### src/rtl/nfc_pkg.sv
package nfc_pkg;
  localparam int SEL_W   = 3;
  localparam int SETUP_W = 2;
  localparam int PHASE_W = 3;

  localparam logic [SEL_W-1:0] SEL_CONFIG = 3'd0;
  localparam logic [SEL_W-1:0] SEL_CMD    = 3'd1;
  localparam logic [SEL_W-1:0] SEL_ADDR   = 3'd2;
  localparam logic [SEL_W-1:0] SEL_DATA   = 3'd3;
  localparam logic [SEL_W-1:0] SEL_STATUS = 3'd4;

  typedef enum logic [1:0] {XK_CMD, XK_ADDR, XK_WR, XK_RD} xfer_kind_e;
  typedef enum logic [1:0] {PH_IDLE, PH_SETUP, PH_STROBE, PH_HOLD} phase_e;

  typedef struct packed {
    logic               en;
    logic               ce_n;
    logic [SETUP_W-1:0] t_setup;
    logic [PHASE_W-1:0] t_strobe;
    logic [PHASE_W-1:0] t_hold;
  } cfg_t;
endpackage

### src/rtl/nfc_cfg_regs.sv
module nfc_cfg_regs
  import nfc_pkg::*;
(
  input  logic        clk,
  input  logic        rst_n,
  input  logic        wr_en,
  input  logic [15:0] wdata,
  output cfg_t        cfg,
  output logic        ecc_clr,
  output logic [15:0] rd_word
);
  cfg_t cfg_q, cfg_d;
  logic ecc_q, ecc_d;

  always_comb begin
    cfg_d = cfg_q;
    ecc_d = 1'b0;
    if (wr_en) begin
      cfg_d.en       = wdata[15];
      cfg_d.ce_n     = wdata[11];
      cfg_d.t_setup  = wdata[9:8];
      cfg_d.t_strobe = wdata[6:4];
      cfg_d.t_hold   = wdata[2:0];
      ecc_d          = wdata[12];
    end
  end

  always_ff @(posedge clk or negedge rst_n) begin
    if (!rst_n) begin
      cfg_q.en       <= 1'b0;
      cfg_q.ce_n     <= 1'b1;
      cfg_q.t_setup  <= '1;
      cfg_q.t_strobe <= '1;
      cfg_q.t_hold   <= '1;
      ecc_q          <= 1'b0;
    end else begin
      cfg_q <= cfg_d;
      ecc_q <= ecc_d;
    end
  end

  assign cfg     = cfg_q;
  assign ecc_clr = ecc_q;
  assign rd_word = {cfg_q.en, 3'b000, cfg_q.ce_n, 1'b0, cfg_q.t_setup,
                    1'b0, cfg_q.t_strobe, 1'b0, cfg_q.t_hold};

  // restart pulse never lasts two cycles
  a_r11_ecc_single: assert property (@(posedge clk) disable iff (!rst_n)
    ecc_clr |=> !ecc_clr);
endmodule

### src/rtl/nfc_phase_timer.sv
module nfc_phase_timer
  import nfc_pkg::*;
#(
  parameter int BUS_W = 8
) (
  input  logic               clk,
  input  logic               rst_n,
  input  logic               start,
  input  xfer_kind_e         start_kind,
  input  logic [BUS_W-1:0]   start_byte,
  input  logic [SETUP_W-1:0] t_setup,
  input  logic [PHASE_W-1:0] t_strobe,
  input  logic [PHASE_W-1:0] t_hold,
  output logic               active,
  output logic               done,
  output logic               cap,
  output logic               cle,
  output logic               ale,
  output logic               we_n,
  output logic               re_n,
  output logic [BUS_W-1:0]   dq_out,
  output logic               dq_oe
);
  localparam int CNT_W = (SETUP_W > PHASE_W) ? SETUP_W : PHASE_W;

  phase_e            state_q, state_d;
  logic [CNT_W-1:0]  cnt_q, cnt_d;
  xfer_kind_e        kind_q, kind_d;
  logic [BUS_W-1:0]  byte_q, byte_d;
  logic              last, strobe, in_cyc;

  assign last = (cnt_q == '0);

  always_comb begin
    state_d = state_q;
    cnt_d   = cnt_q;
    kind_d  = kind_q;
    byte_d  = byte_q;
    case (state_q)
      PH_IDLE: if (start) begin
        state_d = PH_SETUP;
        cnt_d   = CNT_W'(t_setup);
        kind_d  = start_kind;
        byte_d  = start_byte;
      end
      PH_SETUP: if (last) begin
        state_d = PH_STROBE;
        cnt_d   = CNT_W'(t_strobe);
      end else cnt_d = cnt_q - 1'b1;
      PH_STROBE: if (last) begin
        state_d = PH_HOLD;
        cnt_d   = CNT_W'(t_hold);
      end else cnt_d = cnt_q - 1'b1;
      PH_HOLD: if (last) begin
        if (start) begin
          state_d = PH_SETUP;
          cnt_d   = CNT_W'(t_setup);
          kind_d  = start_kind;
          byte_d  = start_byte;
        end else state_d = PH_IDLE;
      end else cnt_d = cnt_q - 1'b1;
      default: state_d = PH_IDLE;
    endcase
  end

  always_ff @(posedge clk or negedge rst_n) begin
    if (!rst_n) begin
      state_q <= PH_IDLE;
      cnt_q   <= '0;
      kind_q  <= XK_CMD;
      byte_q  <= '0;
    end else begin
      state_q <= state_d;
      cnt_q   <= cnt_d;
      kind_q  <= kind_d;
      byte_q  <= byte_d;
    end
  end

  assign in_cyc = (state_q != PH_IDLE);
  assign strobe = (state_q == PH_STROBE);
  assign active = in_cyc;
  assign done   = (state_q == PH_HOLD) && last;
  assign cap    = strobe && last && (kind_q == XK_RD);
  assign cle    = in_cyc && (kind_q == XK_CMD);
  assign ale    = in_cyc && (kind_q == XK_ADDR);
  assign we_n   = !(strobe && (kind_q != XK_RD));
  assign re_n   = !(strobe && (kind_q == XK_RD));
  assign dq_oe  = in_cyc && (kind_q != XK_RD);
  assign dq_out = dq_oe ? byte_q : '0;

  // the two latch enables are never raised together
  a_r6_cle_ale_excl: assert property (@(posedge clk) disable iff (!rst_n)
    !(cle && ale));
  // the block never drives the bus while the read strobe is low
  a_r8_no_drive_on_read: assert property (@(posedge clk) disable iff (!rst_n)
    !re_n |-> !dq_oe);
  // signals stay put throughout the hold phase
  a_r5_hold_stable: assert property (@(posedge clk) disable iff (!rst_n)
    (state_q == PH_HOLD && !last) |=>
      ($stable(cle) && $stable(ale) && $stable(dq_out) && we_n && re_n));
  // a strobe phase is always entered from a setup phase
  a_r3_setup_first: assert property (@(posedge clk) disable iff (!rst_n)
    (strobe && $past(state_q) != PH_STROBE) |-> $past(state_q) == PH_SETUP);
endmodule

### src/rtl/nfc_cycle_engine.sv
module nfc_cycle_engine
  import nfc_pkg::*;
#(
  parameter int BUS_W      = 8,
  parameter int WORD_BYTES = 4,
  parameter bit WIDE_EN    = 1'b1
) (
  input  logic                        clk,
  input  logic                        rst_n,
  input  logic                        req_valid,
  output logic                        req_ready,
  input  logic                        req_write,
  input  logic [SEL_W-1:0]            req_sel,
  input  logic                        req_wide,
  input  logic [BUS_W*WORD_BYTES-1:0] req_wdata,
  output logic                        rsp_valid,
  output logic [BUS_W*WORD_BYTES-1:0] rsp_rdata,
  output logic                        nand_cle,
  output logic                        nand_ale,
  output logic                        nand_ce_n,
  output logic                        nand_we_n,
  output logic                        nand_re_n,
  output logic [BUS_W-1:0]            nand_dq_out,
  output logic                        nand_dq_oe,
  input  logic [BUS_W-1:0]            nand_dq_in,
  input  logic                        nand_rb,
  output logic                        ecc_clear
);
  localparam int WORD_W = BUS_W * WORD_BYTES;
  localparam int IDX_W  = (WORD_BYTES > 1) ? $clog2(WORD_BYTES) : 1;

  // reset: asserted asynchronously, released through two flops
  logic [1:0] rst_pipe;
  logic       rst_int_n;
  always_ff @(posedge clk or negedge rst_n) begin
    if (!rst_n) rst_pipe <= 2'b00;
    else        rst_pipe <= {rst_pipe[0], 1'b1};
  end
  assign rst_int_n = rst_pipe[1];

  cfg_t        cfg;
  logic [15:0] cfg_word;
  logic        cfg_we;

  nfc_cfg_regs u_cfg (
    .clk     (clk),
    .rst_n   (rst_int_n),
    .wr_en   (cfg_we),
    .wdata   (req_wdata[15:0]),
    .cfg     (cfg),
    .ecc_clr (ecc_clear),
    .rd_word (cfg_word)
  );

  logic       wide_ok;
  generate
    if (WIDE_EN) begin : g_wide
      assign wide_ok = req_wide;
    end else begin : g_narrow
      assign wide_ok = 1'b0;
    end
  endgenerate

  logic             t_active, t_done, t_cap, t_start;
  xfer_kind_e       t_kind, new_kind, kind_q, kind_d;
  logic [BUS_W-1:0] t_byte;

  logic              accept, is_bus, more;
  logic [IDX_W-1:0]  left_q, left_d, idx_q, idx_d, nb_m1;
  logic [WORD_W-1:0] wbuf_q, wbuf_d, wnext, rdbuf_q, rdbuf_d;
  logic              rd_pend_q, rd_pend_d, rsp_v_q, rsp_v_d;
  logic [WORD_W-1:0] rsp_q, rsp_d;

  assign req_ready = !t_active;
  assign accept    = req_valid && req_ready;
  assign cfg_we    = accept && req_write && (req_sel == SEL_CONFIG);
  assign is_bus    = accept && cfg.en &&
                     ((req_write && (req_sel == SEL_CMD || req_sel == SEL_ADDR ||
                                     req_sel == SEL_DATA)) ||
                      (!req_write && req_sel == SEL_DATA));
  assign nb_m1     = (wide_ok && req_sel == SEL_DATA) ? IDX_W'(WORD_BYTES - 1) : '0;
  assign more      = (left_q != '0);
  assign wnext     = wbuf_q >> BUS_W;

  always_comb begin
    case (req_sel)
      SEL_CMD:  new_kind = XK_CMD;
      SEL_ADDR: new_kind = XK_ADDR;
      default:  new_kind = req_write ? XK_WR : XK_RD;
    endcase
  end

  assign t_start = is_bus || (t_done && more);
  assign t_kind  = is_bus ? new_kind : kind_q;
  assign t_byte  = is_bus ? req_wdata[BUS_W-1:0] : wnext[BUS_W-1:0];

  always_comb begin
    left_d    = left_q;
    idx_d     = idx_q;
    wbuf_d    = wbuf_q;
    rdbuf_d   = rdbuf_q;
    rd_pend_d = rd_pend_q;
    kind_d    = kind_q;
    rsp_v_d   = 1'b0;
    rsp_d     = rsp_q;
    for (int l = 0; l < WORD_BYTES; l++) begin
      if (t_cap && idx_q == IDX_W'(l)) rdbuf_d[l*BUS_W +: BUS_W] = nand_dq_in;
    end
    if (t_done) begin
      if (more) begin
        left_d = left_q - 1'b1;
        idx_d  = idx_q + 1'b1;
        wbuf_d = wnext;
      end else if (rd_pend_q) begin
        rsp_v_d   = 1'b1;
        rsp_d     = rdbuf_q;
        rd_pend_d = 1'b0;
      end
    end
    if (is_bus) begin
      left_d    = nb_m1;
      idx_d     = '0;
      wbuf_d    = req_wdata;
      rdbuf_d   = '0;
      rd_pend_d = !req_write;
      kind_d    = new_kind;
    end else if (accept && !req_write) begin
      rsp_v_d = 1'b1;
      case (req_sel)
        SEL_CONFIG: rsp_d = WORD_W'(cfg_word);
        SEL_STATUS: rsp_d = WORD_W'(nand_rb);
        default:    rsp_d = '0;
      endcase
    end
  end

  always_ff @(posedge clk or negedge rst_int_n) begin
    if (!rst_int_n) begin
      left_q    <= '0;
      idx_q     <= '0;
      wbuf_q    <= '0;
      rdbuf_q   <= '0;
      rd_pend_q <= 1'b0;
      kind_q    <= XK_CMD;
      rsp_v_q   <= 1'b0;
      rsp_q     <= '0;
    end else begin
      left_q    <= left_d;
      idx_q     <= idx_d;
      wbuf_q    <= wbuf_d;
      rdbuf_q   <= rdbuf_d;
      rd_pend_q <= rd_pend_d;
      kind_q    <= kind_d;
      rsp_v_q   <= rsp_v_d;
      rsp_q     <= rsp_d;
    end
  end

  assign rsp_valid = rsp_v_q;
  assign rsp_rdata = rsp_q;
  assign nand_ce_n = cfg.ce_n;

  nfc_phase_timer #(.BUS_W(BUS_W)) u_timer (
    .clk        (clk),
    .rst_n      (rst_int_n),
    .start      (t_start),
    .start_kind (t_kind),
    .start_byte (t_byte),
    .t_setup    (cfg.t_setup),
    .t_strobe   (cfg.t_strobe),
    .t_hold     (cfg.t_hold),
    .active     (t_active),
    .done       (t_done),
    .cap        (t_cap),
    .cle        (nand_cle),
    .ale        (nand_ale),
    .we_n       (nand_we_n),
    .re_n       (nand_re_n),
    .dq_out     (nand_dq_out),
    .dq_oe      (nand_dq_oe)
  );

  // an accepted bus access blocks the port in the following cycle
  a_r9_busy_after_accept: assert property (@(posedge clk) disable iff (!rst_int_n)
    is_bus |=> !req_ready);
  // no strobe while the block is disabled
  a_r12_disabled_quiet: assert property (@(posedge clk) disable iff (!rst_int_n)
    !cfg.en |-> (nand_we_n && nand_re_n));
  // a response never appears while bytes are still in flight
  a_r8_rsp_when_idle: assert property (@(posedge clk) disable iff (!rst_int_n)
    rsp_valid |-> !t_active || $past(t_done));
endmodule

### config.mk
export PLATFORM = sky130hd
export DESIGN_NAME = nfc_cycle_engine
export DESIGN_NICKNAME = d
export VERILOG_FILES = /design/src/rtl/nfc_pkg.sv /design/src/rtl/nfc_cfg_regs.sv /design/src/rtl/nfc_phase_timer.sv /design/src/rtl/nfc_cycle_engine.sv
export SDC_FILE = /design/constraint.sdc
export NUM_CORES = 1
export LEC_CHECK = 0
export ABC_AREA = 1
export BUFFER_PORTS_ARGS = -buffer_cell sky130_fd_sc_hd__buf_2
export CORE_AREA = 2 2 119 121
export CTS_CLUSTER_DIAMETER = 150
export DETAILED_ROUTE_END_ITERATION = 10
export DIE_AREA = 0 0 121 123
export PLACE_DENSITY = 0.75
export SLEW_MARGIN = 30
export SYNTH_ARGS = -nofsm -noshare
export SYNTH_HDL_FRONTEND = slang
export SYNTH_HIERARCHICAL = 1
export SYNTH_SLANG_ARGS = --single-unit
### constraint.sdc
create_clock -name clk -period 3.95 [get_ports clk]
set_clock_uncertainty 0.05 [all_clocks]
set_input_delay 0.395 -clock clk [delete_from_list [all_inputs] [get_ports clk]]
set_output_delay 0.395 -clock clk [all_outputs]
set_load 0.02 [all_outputs]
## Yosys cells after proc, flatten, opt, wreduce, memory -nomap -nowiden

Cells that the tools add are included.

| storage, ports and cells | value |
|---|---|
| register bits after elaboration | 132 |

| operators by class | value |
|---|---|
| add/sub/neg operators | 3 |
| equality and inequality tests | 18 |
| muxes and demuxes | 52 |
| reduce and logical (&&, ||, !) cells | 48 |

Operator list:

| operator | count |
|---|---|
| 2-to-1 mux 32 bit | 9 |
| 2-to-1 mux 8 bit | 8 |
| case mux 16 bit (2 select lines) | 1 |
| 2-to-1 mux 2 bit | 14 |
| logical AND 1 bit | 22 |
| nonzero test 2 bit | 9 |
| case mux 8 bit (2 select lines) | 1 |
| 2-to-1 mux 3 bit | 4 |
| case mux 3 bit (4 select lines) | 1 |
| 2-to-1 mux 1 bit | 11 |
| equality test 2 bit (second input constant) | 5 |
| case mux 2 bit (2 select lines) | 2 |
| case mux 2 bit (4 select lines) | 1 |
| equality test 2 x 1 -> 1 bit (second input constant) | 3 |
| equality test 3 x 2 -> 1 bit (second input constant) | 2 |
| logical NOT 2 bit | 3 |
| logical NOT 3 bit | 2 |
| inequality test 2 x 1 -> 1 bit (second input constant) | 3 |
| inequality test 2 bit (second input constant) | 3 |
| AND reduction 2 bit | 3 |
| logical NOT 1 bit | 4 |
| logical OR 1 bit | 4 |
| AND reduction 4 bit | 1 |
| equality test 3 x 1 -> 1 bit (second input constant) | 1 |
| other kinds (4) | 4 |

## Longest topological paths before layout

Gate-level depths: netlist of run 1.

| logic depth | value |
|---|---|
| word-level depth | 10 |
| depth in mapped cells | 16 |
| gate-level depth less buffers | 13 |

## Hierarchy

The synthesis of run 1 kept the hierarchy.

By module, submodules not included:

| module | instances | cells each | area each (um^2) |
|---|---|---|---|
| nfc_cycle_engine | 1 | 714 | 5318.9 |
| nfc_phase_timer | 1 | 144 | 1022.2 |
| nfc_cfg_regs | 1 | 62 | 545.5 |

## Least setup slack after synthesis of run 1

OpenSTA, ideal clock, no wires.

| path | value |
|---|---|
| path kind | register -> register |
| from | register u_timer.state_q[0] |
| to | register u_timer.kind_q[1] |
| library setup time | 0.117 ns |
| arrival time | 2.085 ns |
| required time | 3.783 ns |
| path slack | 1.698 ns |
| stages on the path, launching flop included | 15 |
| period minus slack after synthesis | 2.252 ns |
| cells stage by stage | dfrtp_1 -> inv_1 -> ha_1 -> inv_2 -> inv_2 -> nand2_2 -> nor2_4 -> nand3_2 -> buf_4 -> buf_4 -> nand2_1 -> nand3_2 -> buf_6 -> nand2_1 -> o21ai_2 |

| between the ends | value |
|---|---|
| word-level cells in the longest chain between the ends | 9 |
| elaborated cells between the ends (all ways) | 17 |

Ends and longest elaborated chain:

| what | RTL line | text |
|---|---|---|
| from (decl) | nfc_phase_timer.sv:26 | `phase_e state_q, state_d;` |
| from (signal assigned) | nfc_phase_timer.sv:73 | `state_q <= state_d;` |
| nonzero test 2 bit * | nfc_phase_timer.sv:80 | `assign in_cyc = (state_q != PH_IDLE);` |
| named net t_active | nfc_cycle_engine.sv:64 | `logic t_active, t_done, t_cap, t_start;` |
| logical NOT 1 bit * | nfc_cycle_engine.sv:74 | `assign req_ready = !t_active;` |
| named net req_ready | nfc_cycle_engine.sv:11 | `output logic req_ready,` |
| logical AND 1 bit * | nfc_cycle_engine.sv:75 | `assign accept = req_valid && req_ready;` |
| logical AND 1 bit * (2 in series) | nfc_cycle_engine.sv:77 | `assign is_bus = accept && cfg.en &&` |
| logical OR 1 bit * | nfc_cycle_engine.sv:93 | `assign t_start = is_bus \|\| (t_done && more);` |
| named net t_start | nfc_cycle_engine.sv:64 |  |
| 2-to-1 mux 2 bit * | nfc_phase_timer.sv:40, nfc_phase_timer.sv:55 |  |
| 2-to-1 mux 2 bit | nfc_phase_timer.sv:54 | `PH_HOLD: if (last) begin` |
| case mux 2 bit (2 select lines) * | nfc_phase_timer.sv:39 | `case (state_q)` |
| to (signal assigned) | nfc_phase_timer.sv:75 | `kind_q <= kind_d;` |
| to (decl) | nfc_phase_timer.sv:28 | `xfer_kind_e kind_q, kind_d;` |

The timed path passes the listed nets; every way through them passes the cells marked *. The select of a mux whose other input is x is not followed.
A chain may end at the register's enable or synchronous reset.

## Final worst setup path of run 1

| path | value |
|---|---|
| from | register u_timer.state_q[0] |
| to | register u_timer.kind_q[0] |

| between the ends | value |
|---|---|
| word-level cells in the longest chain between the ends | 9 |
| elaborated cells between the ends (all ways) | 17 |

Ends and longest elaborated chain:

| what | RTL line |
|---|---|
| nonzero test 2 bit * | nfc_phase_timer.sv:80 |
| named net t_active | nfc_cycle_engine.sv:64 |
| logical NOT 1 bit * | nfc_cycle_engine.sv:74 |
| logical AND 1 bit * | nfc_cycle_engine.sv:75 |
| logical AND 1 bit * (2 in series) | nfc_cycle_engine.sv:77 |
| logical OR 1 bit * | nfc_cycle_engine.sv:93 |
| named net t_start | nfc_cycle_engine.sv:64 |
| 2-to-1 mux 2 bit * | nfc_phase_timer.sv:40, nfc_phase_timer.sv:55 |
| 2-to-1 mux 2 bit | nfc_phase_timer.sv:54 |
| case mux 2 bit (2 select lines) * | nfc_phase_timer.sv:39 |

Marked as above.

==> metrics.md, run 1 <==
| Metric | Value |
|---|---|
| Status | `finished, final reports clean` |
| EDFF count, synth | `0` |
| Die height | `123 um` |
| Final Cycle Share | `72.77%` |
| Sequential-to-total area share from yosys stat | `45.22%` |
| Final Util | `58.10%` |
| Fmax | `347.9 MHz` |
| Cts repair resizes | `0` |
| I/O pins | `98` |
| Setup TNS | `0 ps` |
| Setup-failing EPs final | `0` |
| HP Start | `req_wdata[26]` |
| RePlAce Congestion | `0.8841` |
| CP Capture Type | `flop` |
| Layout cell share with drive strength beyond 1 | `17.56%` |
| Initial drt markers | `423` |
| PwrDens | `657.4 nW/um2` |
| Post-layout min period | `2875 ps` |
| # clock sinks | `124` |
| Worst endpoint data arrival time | `3110 ps` |
| Number of global-route vias before repair | `5639` |
| Max clock buf depth | `2` |
| CP max stage delay | `460 ps` |
| Yosys top cell area share | `41.79%` |
| Post-DP Area | `7303 um2` |
| Crit path buf inv count | `3` |
| GR Util All Layers | `23.31%` |
| Register bit total from synthesis | `124` |
| Final Hold Slack | `127.6 ps` |
| Worst reg2reg path depth | `11` |
| # Post-CTS Setup Buffers | `0` |
| Critical-path cell list | `inv_1 > ha_1 > inv_2 > inv_2 > nand2_2 > nor2_4 > nand3_4 > nand2_1 > nand3_2 > nand2_1 > o21ai_2` |
| Die Area | `14880 um2` |
| Root Buffer | `clkbuf_16` |
| Synth warnings | `6` |
| Main flop type after synthesis | `dfrtp_1` |
| Initial antenna violation count | `2` |
| Synth cell count leaders | `nand2_1, inv_1, nand3_1` |
| Netlist cell types | `33` |
| Vias per cell | `5.052` |
| Worst hold path class | `in -> reg` |
| Reg2reg end | `u_timer/kind_q[0]$_DFFE_PN0P_` |
| Final wirelength | `16480 um` |
| Syn_area_per_cell | `7.485 um2` |
| DP HPWL | `10970 um` |
| DR DRC count | `0` |
| Crit-path slowest cell | `nand3_2` |
| Final Hold Viols | `0` |
| CTS clk-pin slew, worst paths | `60 ps` |
| Slew Limit Fails | `0` |
| Final instance area | `7909 um2` |
| Cells after DPL | `1149` |
| CP Data Required Time | `4190 ps` |
| Slew @ Worst Pin | `932.0 ps` |
| Total Power | `5.199 mW` |
| Setup WS pre-CTS | `1136 ps` |
| Cell Area, Synth | `6887 um2` |
| Vias | `5976` |
| Non-filler cells, final | `1183` |
| Rel. slew slack | `37.80%` |
| Leakage power | `4.472 nW` |
| Avg WL per Cell | `13.93 um` |
| PortBufs | `97` |
| Cells after Synth | `920` |
| Worst skew pair latency | `420 ps` |
| Reg2reg setup slack | `1080 ps` |
| Row Count | `43` |
| Area Overhead vs Synth | `14.84%` |
| Final net count | `1050` |
| Peak VDD IR | `324.8 uV` |
| Core area | `13610 um2` |
| Worst hold path depth | `3` |
| Most used standard cell by instance count after synthesis | `nand2_1` |
| Ranking of synthesized cells by area | `dfrtp_1, nand2_1, nand3_1, inv_1, buf_4` |
| Final worst slack | `1075 ps` |
| WHS Endpoint | `wbuf_q[26]$_DFFE_PN0P_` |
| First-pass GRT wire length | `27230 um` |
| CTS tree | `built` |
| Critical path startpoint category | `flop` |
| Chip width | `121 um` |
| Post-synth top area cell | `dfrtp_1` |
| CP delay by family, top | `simple AND/OR/NAND/NOR gates` |
| Global route total overflow | `0` |
| RR Startpoint | `u_timer/state_q[0]$_DFFE_PN0P_` |
| Async SR Flop Fraction | `100.0%` |
| Largest net degree at the start of global routing | `64` |
| Router iterations before antenna repair | `4` |
| Crit path kind | `reg -> reg` |
| RSZ-0062 raised after global routing | `no` |
| H-Tree Depth | `4` |
| ANT nets after route | `0` |
| Max Fanout on Critical Path | `36` |
| Max Cap Viol | `0` |
| Number of clock buffers inserted by TritonCTS | `17` |
| Initial cell density of the core | `50.59%` |
[worst reg2reg max path, stage by stage (launching register included)]
cell     delay (ps)
dfrtp_1         430
inv_1           130
ha_1            290
inv_2            70
inv_2            80
nand2_2          90
nor2_4          130
nand3_4         330
nand2_1         370
nand3_2         460
nand2_1         240
o21ai_2          80
[layout make-up]
| cell class | instances | area (um2) |
|---|---|---|
| fillers | 1230 | 5703 |
| flip-flops and latches | 124 | 3118 |
| multi-input cells | 606 | 2900 |
| repair buffers | 107 | 575.6 |
| inverters | 133 | 501.7 |
| clock buffers | 19 | 442.9 |
| well taps | 180 | 225.2 |
| clock inverters | 13 | 142.6 |
| diodes | 1 | 2.502 |
[cells in the final DEF, fill, tap and decap left out, drive strengths merged]
cell type / synthesis / routed
nand2: 338 / 338
inv: 133 / 135
nand3: 119 / 119
dfrtp: 115 / 115
buf: 51 / 106
o21ai: 37 / 37
nand4: 32 / 32
nor2: 21 / 21
clkbuf: 11 / 19
a21boi: 18 / 18
nand3b: 16 / 16
ha: 12 / 12
dfstp: 9 / 9
conb: 2 / 7
clkinvlp: 0 / 5
clkinv: 0 / 4
bufinv: 0 / 2
diode: 0 / 1
or2: 1 / 1
nor4: 1 / 1
xor2: 1 / 1
a21oi: 1 / 1
dlygate4sd3: 0 / 1
nor3: 1 / 1
nor3b: 1 / 1
[registers in the layout, indices dropped and copies added (netlist names)]
name,flops
rsp_rdata,32
wbuf_q,24
u_cfg/ecc_clr,1
u_cfg/cfg,10
rsp_valid,1
u_timer/state_q,2
u_timer/kind_q,2
kind_q,2
u_timer/byte_q,8
rdbuf_q,32
u_timer/cnt_q,3
rst_pipe,2
rd_pend_q,1
left_q,2
idx_q,2
[cell families after synthesis]
group / synth area share, %
AOI/OAI and AO/OA: 5.269
xor gates and xnor gates: 0.1272
adders and majority gates: 2.180
buffers and inverters: 13.32
DFF: 45.22
other: 0.1091
and+or+nand+nor: 33.78
[how the worst max path moves through the flow]
stage / start / to / slack [ps] / cells past startpoint
after floorplan: rst_pipe[1]$_DFF_PN0_ / idx_q[0]$_DFFE_PN0P_ / 210 / 0
after global placement: left_q[0]$_DFFE_PN0P_ / rsp_rdata[18]$_DFF_PN0_ / 1200 / 5
after detailed placement: u_timer/state_q[0]$_DFFE_PN0P_ / u_timer/byte_q[3]$_DFFE_PN0P_ / 1140 / 11
after CTS: u_timer/state_q[0]$_DFFE_PN0P_ / u_timer/kind_q[0]$_DFFE_PN0P_ / 1070 / 11
after global routing: u_timer/state_q[0]$_DFFE_PN0P_ / u_timer/kind_q[0]$_DFFE_PN0P_ / 790 / 11
final: u_timer/state_q[0]$_DFFE_PN0P_ / u_timer/kind_q[0]$_DFFE_PN0P_ / 1080 / 11
[power by group]
| group | internal (mW) | total, mW | switching [mW] |
|---|---|---|---|
| sequential | 1.65 | 1.90 | 0.255 |
| clock | 0.947 | 1.54 | 0.590 |
| combinational | 0.591 | 1.76 | 1.17 |
[metal layers]
metal,GRT usage [%],vias to the layer above,wire length [um]
met4,11.05,2,501
met3,4.797,38,995
met5,0,-,11
li1,-,2994,-
met2,37.43,198,7699
met1,30.35,2744,7272
[timing repair]
item,in CTS,in global routing
endpoints found under the setup margin,0,0
hold buffers,1,0
endpoints found under the hold margin,2,0
No activity file was read; power rests on OpenSTA's default activity.
==> inputs of run 2 (changes only) <==
==> constraint.sdc (replaced) <==
create_clock -name clk -period 2.6 [get_ports clk]
set_clock_uncertainty 0.05 [all_clocks]
set_input_delay 0.26 -clock clk [delete_from_list [all_inputs] [get_ports clk]]
set_output_delay 0.26 -clock clk [all_outputs]
set_load 0.02 [all_outputs]
==> run 2 against run 1 <==
  * Via count increased by 2.0%
  * Final area grew 3.3%
  * Non-clock buffer count rose by 21
  * First-iteration DRC count grew 26%
  * Die area unchanged
  * Clock power grew 69%
  * Worst hold slack worse by 110 ps
  * Maximum frequency rose by 25%
  * Wire length rose by 0.47%
  * Sequential cell count stayed put
  * Largest cell class unchanged
  * Largest power group unchanged
==> metrics.md, run 2 (synthesis results as in run 1) <==
| Metric | Value |
|---|---|
| Final wirelength | `16560 um` |
| Area Overhead vs Synth | `18.62%` |
| Peak VDD IR | `541.5 uV` |
| DR DRC count | `0` |
| Final Util | `60.01%` |
| Crit-path most repeated cell | `inv_2` |
| Seq pwr share | `35.3%` |
| Fmax | `436.5 MHz` |
| CP Capture Type | `flop` |
| Chip width | `121 um` |
| Final net count | `1071` |
| Vias per cell | `5.076` |
| DP HPWL | `11000 um` |
| Setup WS pre-CTS | `273.4 ps` |
| RSZ-0062 raised after global routing | `no` |
| GR Util All Layers | `23.35%` |
| Die height | `123 um` |
| Root Buffer | `clkbuf_16` |
| CTS clk-pin slew, worst paths | `50 ps` |
| Number of clock buffers inserted by TritonCTS | `17` |
| PortBufs | `97` |
| Sw Share | `36.33%` |
| Number of global-route vias before repair | `5592` |
| CP max stage delay | `430 ps` |
| Vias | `6096` |
| Leakage power | `4.627 nW` |
| P_sw | `2.981 mW` |
| Max Fanout on Critical Path | `106` |
| Largest net degree at the start of global routing | `107` |
| ANT nets after route | `0` |
| CP delay by family, top | `buffers and inverters` |
| First-pass GRT wire length | `27350 um` |
| Worst skew pair latency | `420 ps` |
| Rel. slew slack | `54.46%` |
| Worst hold path class | `in -> reg` |
| Max clock buf depth | `2` |
| Crit path kind | `reg -> reg` |
| Crit-path slowest cell | `dfrtp_1` |
| Row Count | `43` |
| Avg WL per Cell | `13.79 um` |
| Most common cell after layout, fill and taps aside | `nand2_1` |
| Router iterations before antenna repair | `5` |
| PwrDens | `1004 nW/um2` |
| Status | `finished, final reports clean` |
| Max Cap Viol | `0` |
| Final worst slack | `309.1 ps` |
| H-Tree Depth | `4` |
| CTS tree | `built` |
| Critical-path cell list | `inv_1 > ha_1 > inv_2 > inv_2 > nand2_2 > nor2_4 > nand3_4 > buf_4 > buf_12 > nand3_1 > nand2_1` |
| # clock sinks | `124` |
| Clk pwr share | `31.8%` |
| Slew Limit Fails | `0` |
| Logic pwr share | `32.9%` |
| # diodes | `0` |
| # Post-CTS Setup Buffers | `0` |
| CP Data Required Time | `2900 ps` |
| Die Area | `14880 um2` |
| Slew @ Worst Pin | `681.3 ps` |
| Initial drt markers | `535` |
| Initial antenna violation count | `2` |
| RePlAce Congestion | `0.8898` |
| Crit path buf inv count | `5` |
| Global route total overflow | `0` |
| Post-layout min period | `2291 ps` |
| Final Hold Viols | `0` |
| Layout cell share with drive strength beyond 1 | `17.92%` |
| Setup TNS | `0 ps` |
| I/O pins | `98` |
| Final Cycle Share | `88.11%` |
| Core area | `13610 um2` |
| Setup-failing EPs final | `0` |
| Initial cell density of the core | `50.59%` |
| Worst endpoint data arrival time | `2590 ps` |
| Pint | `5.224 mW` |
| Critical path startpoint category | `flop` |
| Most frequent cells in the layout | `nand2_1, inv_1, nand3_1` |
## run 2: changes by cell type in the layout (fill, tap and decap cells not counted), moves of 2 or more
cell,change
clkinv_4,-2
dlygate4sd3_1,+9
inv_6,-2
buf_12,+2
bufinv_16,+3
buf_4,+10
clkbuf_8,+3
clkinvlp_4,-5
## run 2: worst paths after layout
| check | start | end | slack, ps | depth (start not counted) |
|---|---|---|---|---|
| max | u_timer/state_q[0]$_DFFE_PN0P_ | rdbuf_q[29]$_DFFE_PN0P_ | 310 | 11 |
| min | req_wdata[31] | wbuf_q[31]$_DFFE_PN0P_ | 20 | 3 |
| max reg2reg | u_timer/state_q[0]$_DFFE_PN0P_ | rdbuf_q[29]$_DFFE_PN0P_ | 310 | 11 |
| min reg2reg | rst_pipe[0]$_DFF_PN0_ | rst_pipe[1]$_DFF_PN0_ | 300 | 0 |
| max in group asynchronous | rst_pipe[1]$_DFF_PN0_ | rdbuf_q[31]$_DFFE_PN0P_ | 1410 | 1 |
| min in group asynchronous | rst_n | rst_pipe[1]$_DFF_PN0_ | 100 | 2 |
## run 2: power by group through the flow
stage / registers, mW / clock network, mW / logic [mW]
floorplan: 2.93 / 0 / 2.05
global placement: 2.89 / 0 / 2.60
detailed placement: 2.91 / 0 / 2.66
CTS: 2.88 / 2.65 / 2.70
global route: 2.95 / 2.74 / 3.09
finish: 2.89 / 2.61 / 2.70
## run 2: what timing repair did
action	CTS	global route
setup endpoints to repair	0	10
hold buffers	10	0
resized for setup	0	1
endpoints found under the hold margin	11	0
## run 2: through the flow
step / cell area (um2) / instances / power, mW / hold WS, ps
global placement: 7413 / 1161 / 5.494 / -3.231
floorplan: 6907 / 925 / 4.979 / -85.59
CTS: 8162 / 1201 / 8.238 / 4.717
detailed placement: 7413 / 1161 / 5.569 / -2.936
global route: 8169 / 1201 / 8.785 / 19.30
finish: 8169 / 1201 / 8.205 / 15.93
## run 2: worst min-delay path, stage by stage
cell,delay [ps]
buf_2,80
nand2_1,50
nand2_1,60
## run 2: per-layer routing
metal	track usage, %	wire length, um	vias up	part of all wire, %
met4	11.12	443	2	2.7
met5	0	14	-	0.085
met2	37.22	8044	170	49
met3	5.120	860	33	5.2
met1	30.42	7194	2857	43
li1	-	-	3034	-
## run 2: cell type report
| class | count | area [um2] |
|---|---|---|
| well taps | 180 | 225.2 |
| fillers | 1169 | 5443 |
| inverters | 133 | 501.7 |
| multi-input cells | 606 | 2895 |
| clock buffers | 23 | 488.0 |
| flip-flops and latches | 124 | 3118 |
| clock inverters | 7 | 160.2 |
| repair buffers | 128 | 780.7 |
==> inputs of run 3 (changes only) <==
--- a/config.mk
+++ b/config.mk
@@ -5,12 +5,11 @@
 export SDC_FILE = /design/constraint.sdc
 export NUM_CORES = 1
 export LEC_CHECK = 0
-export ABC_AREA = 1
 export BUFFER_PORTS_ARGS = -buffer_cell sky130_fd_sc_hd__buf_2
-export CORE_AREA = 2 2 119 121
+export CORE_AREA = 2 2 113 115
 export CTS_CLUSTER_DIAMETER = 150
 export DETAILED_ROUTE_END_ITERATION = 10
-export DIE_AREA = 0 0 121 123
+export DIE_AREA = 0 0 115 117
 export PLACE_DENSITY = 0.75
 export SLEW_MARGIN = 30
 export SYNTH_ARGS = -nofsm -noshare
==> run 3 against run 2 <==
  * Sequential cell count did not move
  * Register-to-register slack got worse by 130 ps
  * Highest routed layer is now met4
  * Largest cell class unchanged
  * Critical path depth fell by 3
  * Count of clock-buffer cells in the layout fell by 4
  * Sequential power rose by 10%
  * Largest power group unchanged
  * Critical endpoint is now wbuf_q[10]$_DFFE_PN0P_
  * Via count fell by 27%
==> metrics.md, run 3 <==
| Metric | Value |
|---|---|
| CP delay by family, top | `buffers and inverters` |
| Final worst slack | `178.4 ps` |
| PwrDens | `1157 nW/um2` |
| CP Capture Type | `flop` |
| GR Util All Layers | `21.63%` |
| Largest net degree at the start of global routing | `50` |
| Post-synthesis mux area share | `20.05%` |
| Worst endpoint data arrival time | `2670 ps` |
| Setup TNS | `0 ps` |
| Max clock buf depth | `2` |
| Final net count | `709` |
| Layout fillers | `1018` |
| Worst hold path class | `in -> reg` |
| Main flop type after synthesis | `dfrtp_1` |
| RSZ-0062 raised after global routing | `no` |
| Vias | `4434` |
| CTS clk-pin slew, worst paths | `60 ps` |
| ANT nets after route | `0` |
| Most frequent cells in the layout | `dfrtp_1, nand2_1, buf_2` |
| Synth cell count leaders | `dfrtp_1, nand2_1, a21oi_1, mux2_2, mux2i_1` |
| Core area | `12310 um2` |
| Fmax | `413.0 MHz` |
| Clk pwr share | `30.9%` |
| Sw Share | `33.78%` |
| Logic pwr share | `31.6%` |
| Worst reg2reg path depth | `8` |
| Synth warnings | `6` |
| Yosys top cell area share | `47.11%` |
| EDFF count, synth | `0` |
| Register bit total from synthesis | `124` |
| Number of clock buffers inserted by TritonCTS | `17` |
| Layout cell share with drive strength beyond 1 | `34.34%` |
| Met2 WL post-DR | `6815 um` |
| Row Count | `41` |
| Final wirelength | `13850 um` |
| Global route total overflow | `0` |
| Met1 Wirelength | `5628 um` |
| Sequential-to-total area share from yosys stat | `50.98%` |
| Top sig layer | `met4` |
| Largest family of logic cells by synthesized area | `multiplexers` |
| Post-layout min period | `2422 ps` |
| Max Cap Viol | `0` |
| Max Fanout on Critical Path | `26` |
| Syn_area_per_cell | `11.01 um2` |
| Initial cell density of the core | `49.61%` |
| DP HPWL | `9771 um` |
| First-pass GRT wire length | `22230 um` |
| Crit-path slowest cell | `dfrtp_1` |
| Post-Synth XOR/XNOR Area | `0.4302%` |
| Number of global-route vias before repair | `4483` |
| Async SR Flop Fraction | `100.0%` |
| Initial drt markers | `284` |
| Vias per cell | `5.467` |
| Post-synth top area cell | `dfrtp_1` |
| Cells after Synth | `555` |
| Rel. slew slack | `55.80%` |
| Pint | `5.618 mW` |
| Simple-gate portion of the synthesized area | `12.80%` |
| Most used standard cell by instance count after synthesis | `dfrtp_1` |
| CTS tree | `built` |
| Synth Area in Compound Gates | `6.350%` |
| Adder-Cell Fraction of Synth Area | `2.458%` |
| Setup-failing EPs final | `0` |
| Seq pwr share | `37.5%` |
| CP Data Required Time | `2850 ps` |
| Most common cell after layout, fill and taps aside | `dfrtp_1` |
| Initial antenna violation count | `1` |
| PortBufs | `97` |
| Cell Area, Synth | `6108 um2` |
| Ranking of synthesized cells by area | `dfrtp_1, mux2_2, mux2i_1, nand2_1, a21oi_1` |
| Status | `finished, final reports clean` |
| # diodes | `0` |
| Peak VDD IR | `633.0 uV` |
| Netlist cell types | `45` |
| Critical Path Stages | `8` |
| Crit path kind | `reg -> reg` |
| Critical path startpoint category | `flop` |
| RePlAce Congestion | `0.8260` |
| WL met3 | `1002 um` |
| I/O pins | `98` |
| Leakage power | `3.506 nW` |
| Worst hold path depth | `2` |
| Slew @ Worst Pin | `663.0 ps` |
| P_sw | `2.866 mW` |
| Worst skew pair latency | `410 ps` |
| CP max stage delay | `400 ps` |
| Die height | `117 um` |
| Final Hold Viols | `0` |
| # clock sinks | `124` |
| DR DRC count | `0` |
| Slew Limit Fails | `0` |
| Die Area | `13460 um2` |
| H-Tree Depth | `4` |
| Critical-path cell list | `inv_1 > ha_1 > inv_1 > nor3b_4 > and3b_2 > buf_4 > buf_4 > mux2_2` |
| Avg WL per Cell | `17.07 um` |
| Crit path buf inv count | `4` |
| Area Overhead vs Synth | `19.99%` |
| Final Cycle Share | `93.14%` |
| Chip width | `115 um` |
| Router iterations before antenna repair | `7` |
| Root Buffer | `clkbuf_16` |
| Setup WS pre-CTS | `24.33 ps` |
run 3: changes by cell type after synthesis, sizes merged, moves of 32 or more:
cell   before  now
a21oi       1   50
inv       133   19
mux2        0   64
nand3     119   34
o21ai      37    4
mux2i       0   47
nand2     338   97
nand4      32    0
run 3: power groups by stage:
stage / Combinational, mW / Sequential, mW / Clock (mW)
final: 2.68 / 3.18 / 2.62
after global routing: 2.95 / 3.26 / 2.75
after CTS: 2.67 / 3.18 / 2.66
after detailed placement: 2.64 / 3.21 / 0
after global placement: 2.53 / 3.16 / 0
after floorplan: 1.75 / 3.32 / 0
run 3: layout make-up:
class	count	area [um2]	share of cell area [%]
multi-input combinational	368	2629	35.87
tap	150	187.7	2.561
timing repair buffer	118	658.1	8.979
clock buffer	19	452.9	6.180
sequential	124	3118	42.54
clock inverter	13	212.7	2.902
inverter	19	71.32	0.9730
run 3: path summary, 6_finish.rpt:
check	slack [ps]	to	startpoint
setup / recovery	180	wbuf_q[10]$_DFFE_PN0P_	u_timer/state_q[0]$_DFFE_PN0P_
hold / removal	20	wbuf_q[21]$_DFFE_PN0P_	req_wdata[21]
setup reg to reg	180	wbuf_q[10]$_DFFE_PN0P_	u_timer/state_q[0]$_DFFE_PN0P_
hold reg to reg	300	rst_pipe[1]$_DFF_PN0_	rst_pipe[0]$_DFF_PN0_
max in group asynchronous	1460	rsp_rdata[18]$_DFF_PN0_	rst_pipe[1]$_DFF_PN0_
min in group asynchronous	110	rst_pipe[1]$_DFF_PN0_	rst_n
run 3: repair_timing:
item,4_1_cts,5_1_grt
endpoints found under the setup margin,0,12
hold buffers,1,0
buffers inserted,0,4
hold endpoints to repair,2,0
gates resized for setup,0,4
run 3: metal layers:
layer	GRT usage, %	up-vias
met4	9.719	0
li1	-	2060
met5	0	-
met2	35.10	185
met1	26.90	2152
met3	6.540	37
run 3: logic make-up (layout without fill, tap and decap cells):
logic type | after synthesis | in the layout
and+or+nand+nor | 168 | 168
DFF | 124 | 124
muxes | 111 | 111
buffers and inverters | 68 | 169
AOI/OAI and AO/OA | 67 | 67
adders and majority gates | 12 | 12
xor gates and xnor gates | 3 | 3
other | 2 | 7
run 3: worst reg2reg max path, cell delays in order (launching register included):
cell and delay, ps:
dfrtp_1 400, inv_1 160, ha_1 200, inv_1 110, nor3b_4 240, and3b_2 300
buf_4 140, buf_4 300, mux2_2 390
run 3: metrics by stage:
step	hold WS, ps	power (mW)	utilization [%]	cells	instance area (um2)
CTS	11.26	8.510	59.15	807	7282
detailed placement	-0.2675	5.849	53.66	774	6606
global placement	-4.556	5.689	53.66	774	6606
floorplan	-85.59	5.073	-	560	6133
global route	20.64	8.965	59.53	811	7330
finish	24.18	8.484	59.53	811	7330
